## src/rtl/pds_pkg.sv

```systemverilog
package pds_pkg;
  localparam int unsigned DEF_CW      = 4;
  localparam int unsigned DEF_MIN_MOD = 2;

  typedef enum logic {
    PH_SWALLOW = 1'b0,
    PH_TAIL    = 1'b1
  } phase_e;
endpackage

```

## src/rtl/pds_cfg_guard.sv

```systemverilog
module pds_cfg_guard #(
  parameter int unsigned CW      = pds_pkg::DEF_CW,
  parameter int unsigned MIN_MOD = pds_pkg::DEF_MIN_MOD
) (
  input  logic [CW-1:0] psr_i,
  input  logic [CW-1:0] par_i,
  input  logic [CW-1:0] pbr_i,
  output logic          bad_o
);
  localparam logic [CW-1:0] MOD_FLOOR = CW'(MIN_MOD);

  // Ratio is unusable when the tail phase would be empty or negative,
  // or when the prescaler modulus is too small to count.
  always_comb begin
    bad_o = (par_i <= pbr_i) || (psr_i < MOD_FLOOR);
  end
endmodule

```

## src/rtl/pds_prescaler.sv

```systemverilog
module pds_prescaler #(
  parameter int unsigned CW = pds_pkg::DEF_CW
) (
  input  logic          clk,
  input  logic          clear_i,
  input  logic          narrow_i,
  input  logic [CW-1:0] mod_i,
  output logic          tick_o
);
  localparam int unsigned PW = CW + 1;
  localparam logic [PW-1:0] ONE = PW'(1);

  logic [PW-1:0] cnt_q;
  logic [PW-1:0] limit;

  // Narrow mode divides by M, wide mode by M+1.
  always_comb begin
    limit  = narrow_i ? {1'b0, mod_i} : ({1'b0, mod_i} + ONE);
    tick_o = (cnt_q == (limit - ONE));
  end

  always_ff @(posedge clk) begin
    if (clear_i || tick_o) begin
      cnt_q <= '0;
    end else begin
      cnt_q <= cnt_q + ONE;
    end
  end
endmodule

```

## src/rtl/pds_swallow_ctrl.sv

```systemverilog
module pds_swallow_ctrl #(
  parameter int unsigned CW = pds_pkg::DEF_CW
) (
  input  logic          clk,
  input  logic          clear_i,
  input  logic          tick_i,
  input  logic [CW-1:0] psr_i,
  input  logic [CW-1:0] par_i,
  input  logic [CW-1:0] pbr_i,
  output logic [CW-1:0] m_o,
  output logic [CW-1:0] a_o,
  output logic [CW-1:0] b_o,
  output logic [CW-1:0] cnt_a_o,
  output logic [CW-1:0] cnt_b_o,
  output logic          mc_o,
  output logic          wrap_o
);
  import pds_pkg::*;

  localparam int unsigned XW = CW + 1;
  localparam logic [XW-1:0] ONE = XW'(1);

  logic [CW-1:0] m_q, a_q, b_q;
  logic [CW-1:0] cnt_a_q, cnt_b_q;
  phase_e        phase_q;
  logic          wrap_q;
  logic [XW-1:0] a_inc, b_inc;
  logic          a_done;
  phase_e        start_phase;

  always_comb begin
    a_inc       = {1'b0, cnt_a_q} + ONE;
    b_inc       = {1'b0, cnt_b_q} + ONE;
    a_done      = (a_inc == {1'b0, a_q});
    start_phase = (pbr_i == '0) ? PH_TAIL : PH_SWALLOW;
  end

  always_ff @(posedge clk) begin
    if (clear_i) begin
      cnt_a_q <= '0;
      cnt_b_q <= '0;
      m_q     <= psr_i;
      a_q     <= par_i;
      b_q     <= pbr_i;
      phase_q <= start_phase;
      wrap_q  <= 1'b0;
    end else begin
      wrap_q <= 1'b0;
      if (tick_i) begin
        if (a_done) begin
          // Period boundary: restart both counters, take the new ratio.
          cnt_a_q <= '0;
          cnt_b_q <= '0;
          m_q     <= psr_i;
          a_q     <= par_i;
          b_q     <= pbr_i;
          phase_q <= start_phase;
          wrap_q  <= 1'b1;
        end else begin
          cnt_a_q <= a_inc[CW-1:0];
          if (phase_q == PH_SWALLOW) begin
            cnt_b_q <= b_inc[CW-1:0];
            if (b_inc == {1'b0, b_q}) begin
              phase_q <= PH_TAIL;
            end
          end
        end
      end
    end
  end

  assign m_o     = m_q;
  assign a_o     = a_q;
  assign b_o     = b_q;
  assign cnt_a_o = cnt_a_q;
  assign cnt_b_o = cnt_b_q;
  assign mc_o    = (phase_q == PH_TAIL);
  assign wrap_o  = wrap_q;
endmodule

```

## src/rtl/pds_divider.sv

```systemverilog
module pds_divider #(
  parameter int unsigned CW      = pds_pkg::DEF_CW,
  parameter int unsigned MIN_MOD = pds_pkg::DEF_MIN_MOD
) (
  input  logic          clk,
  input  logic          rst,
  input  logic [CW-1:0] psr_i,
  input  logic [CW-1:0] par_i,
  input  logic [CW-1:0] pbr_i,
  output logic          div_o,
  output logic          mc_o,
  output logic          err_o
);
  logic          bad_cfg;
  logic          err_q;
  logic          clear;
  logic          tick;
  logic          mc;
  logic          wrap;
  logic [CW-1:0] m_q, a_q, b_q;
  logic [CW-1:0] cnt_a, cnt_b;

  pds_cfg_guard #(.CW(CW), .MIN_MOD(MIN_MOD)) u_guard (
    .psr_i (psr_i),
    .par_i (par_i),
    .pbr_i (pbr_i),
    .bad_o (bad_cfg)
  );

  always_ff @(posedge clk) begin
    if (rst) begin
      err_q <= 1'b0;
    end else begin
      err_q <= bad_cfg;
    end
  end

  // The extra cycle on err_q reloads the now-legal ratio before counting.
  assign clear = rst || bad_cfg || err_q;

  pds_prescaler #(.CW(CW)) u_pre (
    .clk      (clk),
    .clear_i  (clear),
    .narrow_i (mc),
    .mod_i    (m_q),
    .tick_o   (tick)
  );

  pds_swallow_ctrl #(.CW(CW)) u_ctrl (
    .clk     (clk),
    .clear_i (clear),
    .tick_i  (tick),
    .psr_i   (psr_i),
    .par_i   (par_i),
    .pbr_i   (pbr_i),
    .m_o     (m_q),
    .a_o     (a_q),
    .b_o     (b_q),
    .cnt_a_o (cnt_a),
    .cnt_b_o (cnt_b),
    .mc_o    (mc),
    .wrap_o  (wrap)
  );

  assign div_o = wrap;
  assign mc_o  = mc;
  assign err_o = err_q;
endmodule

```

## config.mk

```make
export PLATFORM = sky130hd
export DESIGN_NAME = pds_divider
export DESIGN_NICKNAME = d
export VERILOG_FILES = /design/src/rtl/pds_pkg.sv /design/src/rtl/pds_cfg_guard.sv /design/src/rtl/pds_prescaler.sv /design/src/rtl/pds_swallow_ctrl.sv /design/src/rtl/pds_divider.sv
export SDC_FILE = /design/constraint.sdc
export NUM_CORES = 1
export LEC_CHECK = 0
export ABC_AREA = 1
export CAP_MARGIN = 30
export CORE_ASPECT_RATIO = 2
export CORE_MARGIN = 10
export CORE_UTILIZATION = 45
export DETAILED_ROUTE_END_ITERATION = 10
export GPL_ROUTABILITY_DRIVEN = 0
export PLACE_DENSITY_LB_ADDON = 0.15
export SLEW_MARGIN = 20
export SYNTH_ARGS = -nofsm -noshare
export SYNTH_HDL_FRONTEND = slang
export SYNTH_HIERARCHICAL = 1
export SYNTH_SLANG_ARGS = --single-unit
```

## constraint.sdc

```tcl
create_clock -name clk -period 3.9 [get_ports clk]
set_clock_uncertainty 0.2 [all_clocks]
set_input_delay 0.975 -clock clk [delete_from_list [all_inputs] [get_ports clk]]
set_output_delay 0.975 -clock clk [all_outputs]
set_load 0.02 [all_outputs]
```

==> impl_metrics.ini, run 1 <==
[outcome]
outcome = complete, no violations

[clocking]
cts_buffer_depth = 2
cts_setup_buffers = 0
cts_tree = done
cts-buffers-inserted = 3
cts_sinks = 28
postCtsHoldBufs = 0
cts_resized = 0
clk_pin_slew_ns = 0.08
insertion_delay_ns = 0.27
h-tree-depth = 1
cts_root_buf = clkbuf_8

[detailed_routing]
routedWlPerCell_um = 11.9
ant_nets = 0
first_pass_iters = 4
first_iter_violations = 30
wl_mm = 3.48
vias = 1417
avgViaCountPerCell = 4.84
drc = 0

[critical_path]
crit_buf_inv = 3
cp-startpoint = u_ctrl/m_o[0]
crit_type = register to register
r2r_start = u_ctrl/m_o[0]
slowest_delay_ns = 0.44
crit_chain = ha_1 > or2_0 > o21ai_1 > ha_1 > xor2_1 > nand2_1 > nor2_1 > nand3_1 > nor2_2 > nand2_2 > inv_1 > inv_1 > o21ai_1 > buf_4
arrival_ns = 3.00
crit_family = simple AND/OR/NAND/NOR gates
critPathMaxFanout = 8
slowest_stage = edfxtp_1
critPathCaptureType = register
startpoint_type = register
cp_data_required_time_ns = 3.69

[finish]
antenna_cells = 0
final_common_cell = nand2_1
area_growth_pct = 15.9
final_cell_mix = 55 x nand2_1, 35 x inv_1, 27 x nand3_1, 16 x clkdlybuf4s50_1, 15 x dfxtp_1
finish.utilization_pct = 54.6
drive_gt1_share_pct = 11.9
nets = 268
stdcell_count = 293

[sta]
setup_violations = 0
max_slew_margin_pct = 71.7
rsz0062_at_grt = false
fin_ws_ns = 0.683
tightest_slew_ns = 0.422
period_minus_slack_ns = 3.22
hold_violations = 0
max_freq_mhz = 311
setup_tns_ns = 0
fin_crit_sh_pct = 82.5
drv_slew = 0

[power]
max-vdd-ir-drop_v = 0.000225
p_total_uw = 658
leakage_nw = 0.873
power.density_nw_per_um2 = 331

[placement]
io_buffers = 16
dpl.cell_count = 289
post-dp-hpwl_mm = 3.01
dpl_worst_slack_ns = 0.431

[grt]
grt_busiest_layer = met2
antenna_found_initial = 0
grt_max_degree = 16
grtUsageMet2_pct = 23.0
grtUsageTotal_pct = 10.9
grtUsageMet3_pct = 2.29
grt_pass1_vias = 1328
grt-ovfl-total = 0
met1_usage_pct = 8.66
grt_first_pass_wirelength_mm = 5.98

[synth]
yosysUniqueCellTypes = 29
ys_seq_area_share_pct = 40.2
syn-num-nets = 247
ys_ff_latch = 28
syn-instance-count = 224
post-synth-top-area-cell = edfxtp_1
synth_top_area_share_pct = 22.7
syn_area_per_cell_um2 = 7.67
ys_top_cells_by_area = edfxtp_1 23%, dfxtp_1 17%, nand2_1 12%
ys.warnings.count = 6
netlist_area_um2 = 1720

[floorplan]
core_area_um2 = 3650
row_count = 31
die_w_um = 63.7
start_util_pct = 47.1
ioPinCount = 17
die_area_um2 = 6840
die_h_um = 107

[worst_hold_path]
hold_path.startpoint = u_pre/cnt_q[0]
hold_path.class = register to register

[job]
drv_cap = 0
through the flow:
step,cell area [um^2],hold slack (ns)
global route,1990,0.337
finish,1990,0.309
floorplan,1720,0.250
global placement,1950,0.287
CTS,1990,0.314
detailed placement,1950,0.290
state kept, by name (all words and copies together), names as in the netlist:
| name | flops |
|---|---|
| u_ctrl/m_o | 4 |
| u_ctrl/a_o | 4 |
| u_ctrl/cnt_b_o | 4 |
| u_pre/cnt_q | 5 |
| err_o | 1 |
| u_ctrl/cnt_a_o | 4 |
| u_ctrl/mc_o | 1 |
| u_ctrl/b_o | 4 |
| u_ctrl/wrap_o | 1 |
synth_stat cells:
| cell type | number |
|---|---|
| nand2_8 | 1 |
| inv_2 | 2 |
| nor3_1 | 1 |
| nand3_1 | 27 |
| o21bai_2 | 1 |
| clkinv_1 | 1 |
| nand2_1 | 55 |
| edfxtp_1 | 13 |
| clkbuf_1 | 1 |
| inv_1 | 35 |
| nor3_2 | 1 |
| o21ai_1 | 1 |
| nor2_1 | 12 |
| nand3b_1 | 2 |
| ha_1 | 9 |
| a21oi_1 | 8 |
| dfxtp_1 | 15 |
| nand3_2 | 1 |
| nand2_4 | 2 |
| o22ai_1 | 2 |
| buf_2 | 1 |
| nand2_2 | 8 |
| xor2_1 | 5 |
| xnor2_1 | 4 |
| or2_0 | 1 |
| nor2_2 | 8 |
| nor4_1 | 1 |
| nand4_1 | 3 |
| o21ai_0 | 3 |
layout make-up:
cell class / count / area [um^2]
fill: 370 / 1660
inverter: 38 / 143
sequential: 28 / 691
tap: 49 / 61.3
clock buffer: 4 / 45.0
multi-input combinational: 156 / 876
timing repair buffer: 18 / 175
layer usage:
layer | up-vias | part of all wire, %
met3 | 7 | 3.0
met4 | 0 | 3.0
li1 | 761 | -
met5 | - | 0
met2 | 22 | 61
met1 | 627 | 33
logic make-up (layout without fill, tap and decap cells):
group	count (synthesis)	in the layout	synth area share [%]
AND/OR/NAND/NOR	123	123	35.0
buffers and inverters	40	60	8.81
flip-flops	28	28	40.2
AO/OA/AOI/OAI	15	15	4.88
adder cells (fa/ha/maj)	9	9	6.56
XOR/XNOR	9	9	4.59
worst paths after layout:
path	to	slack [ns]	depth (start not counted)
worst min-delay path	u_pre/cnt_q[0]	0.31	1
worst max register to register	u_ctrl/a_o[1]	0.68	14
worst min register to register	u_pre/cnt_q[0]	0.31	1
worst max-delay path	u_ctrl/a_o[1]	0.68	14
power by group:
part | internal, mW | switching, mW
Clock | 0.0732 | 0.0815
Sequential | 0.326 | 0.0165
Combinational | 0.0683 | 0.0931
(Power assumes the default switching activity.)
==> run 2, diff against run 1 <==
clock period = 3.34 ns   (was 3.9 ns; I/O delays follow)
==> impl_metrics.ini, run 2 (synthesis results as in run 1) <==
[floorplan]
ioPinCount = 17
row_count = 31
core_area_um2 = 3650
die_area_um2 = 6840
die_h_um = 107
die_w_um = 63.7
start_util_pct = 47.1

[finish]
final_common_cell = nand2_1
largest_reg_flops = 5
final_cell_mix = 55 x nand2_1, 35 x inv_1, 27 x nand3_1, 16 x clkdlybuf4s50_1, 15 x dfxtp_1
drive_gt1_share_pct = 12.6
antenna_cells = 0
area_growth_pct = 16.8
regMostFlops = u_pre/cnt_q
nets = 270

[grt]
grt_pass1_vias = 1416
antenna_found_initial = 0
grt_first_pass_wirelength_mm = 5.98
grt-ovfl-total = 0
grt_max_degree = 16
grtUsageTotal_pct = 10.7

[job]
drv_cap = 0

[detailed_routing]
first_pass_iters = 4
wl_mm = 3.56
routedWlPerCell_um = 12.1
first_iter_violations = 43
avgViaCountPerCell = 4.86
drc = 0
vias = 1435
ant_nets = 0

[clocking]
clk_pin_slew_ns = 0.09
cts_resized = 0
cts_sinks = 28
cts_buffer_depth = 2
cts_setup_buffers = 0
h-tree-depth = 1
insertion_delay_ns = 0.27
cts_root_buf = clkbuf_8
cts_tree = done
cts-buffers-inserted = 3
postCtsHoldBufs = 0

[sta]
max_slew_margin_pct = 74.6
rsz0062_at_grt = false
max_freq_mhz = 329
period_minus_slack_ns = 3.04
setup_violations = 0
fin_crit_sh_pct = 90.9
hold_violations = 0
tightest_slew_ns = 0.382
setup_tns_ns = 0
drv_slew = 0

[critical_path]
crit_type = register to register
reg2reg_to = u_ctrl/m_o[2]
startpoint_type = register
cp-startpoint = u_ctrl/m_o[0]
arrival_ns = 2.83
slowest_stage = edfxtp_1
critPathCapture = u_ctrl/m_o[2]
crit_chain = ha_1 > or2_0 > o21ai_1 > ha_1 > xor2_1 > nand2_1 > nor2_1 > nand3_1 > nor2_2 > nand2_2 > inv_1 > inv_1 > o21ai_1 > buf_4
r2r.worst_path.cells = 14
cp_data_required_time_ns = 3.13
rrSetupSlack_ns = 0.30
slowest_delay_ns = 0.44
r2r_start = u_ctrl/m_o[0]
critPathMaxFanout = 8
critPathCaptureType = register

[power]
max-vdd-ir-drop_v = 0.000334
power.density_nw_per_um2 = 385
p_total_uw = 772
leakage_nw = 0.883

[outcome]
outcome = complete, no violations

[worst_hold_path]
hold_path.class = register to register

[placement]
post-dp-hpwl_mm = 2.94
io_buffers = 16
-- run 2: changes by cell type in the layout (fill, tap and decap cells not counted), sizes merged --
| cell | before | now |
|---|---|---|
| clkinv | 1 | 2 |
| clkbuf | 4 | 3 |
| buf | 2 | 4 |
-- run 2: critical path, delay by kind of cell, from the launching register on --
family	cells	cell delay (ns)
and+or+nand+nor	6	0.65
DFF	1	0.44
AOI/OAI and AO/OA	2	0.34
adders and majority gates	2	0.58
xor gates and xnor gates	1	0.15
buffers and inverters	3	0.37
-- run 2: per-layer routing --
layer  routed length, um  track usage, %  up-vias
met5                   0               0        -
met3                 126            2.09        2
met1                1230            8.70      652
met4                  28            3.30        0
li1                    -               -      756
met2                2170            23.5       25
-- run 2: how the worst min path moves through the flow --
stage                         from        endpoint  slack [ns]  depth (start not counted)
floorplan           u_pre/cnt_q[0]  u_pre/cnt_q[0]        0.25                          1
global placement    u_pre/cnt_q[0]  u_pre/cnt_q[0]        0.28                          1
detailed placement  u_pre/cnt_q[0]  u_pre/cnt_q[0]        0.28                          1
CTS                 u_pre/cnt_q[0]  u_pre/cnt_q[0]        0.31                          1
global route        u_pre/cnt_q[0]  u_pre/cnt_q[0]        0.35                          1
finish              u_pre/cnt_q[0]  u_pre/cnt_q[0]        0.30                          1
-- run 2: final cells by class --
cell class                      count  area [um^2]
Multi-Input combinational cell    156          876
Clock buffer                        3         41.3
Inverter                           38          143
Clock inverter                      1         3.75
Tap cell                           49         61.3
Fill cell                         398         1640
Sequential cell                    28          691
Timing Repair Buffer               20          190
-- run 2: power breakdown --
part / switching, mW / internal (mW)
combinational: 0.111 / 0.0820
sequential: 0.0188 / 0.380
clock: 0.0983 / 0.0823
-- run 2: per-stage QoR --
stage	hold WS, ns	instances	setup WS [ns]	util [%]	cell area [um^2]
2_1_floorplan	0.250	224	0.0583	-	1720
3_3_place_gp	0.280	291	0.264	53.8	1960
3_5_place_dp	0.282	291	0.253	53.8	1960
4_1_cts	0.306	295	0.276	55.0	2010
5_1_grt	0.351	295	0.0487	55.0	2010
6_report	0.300	295	0.303	55.0	2010
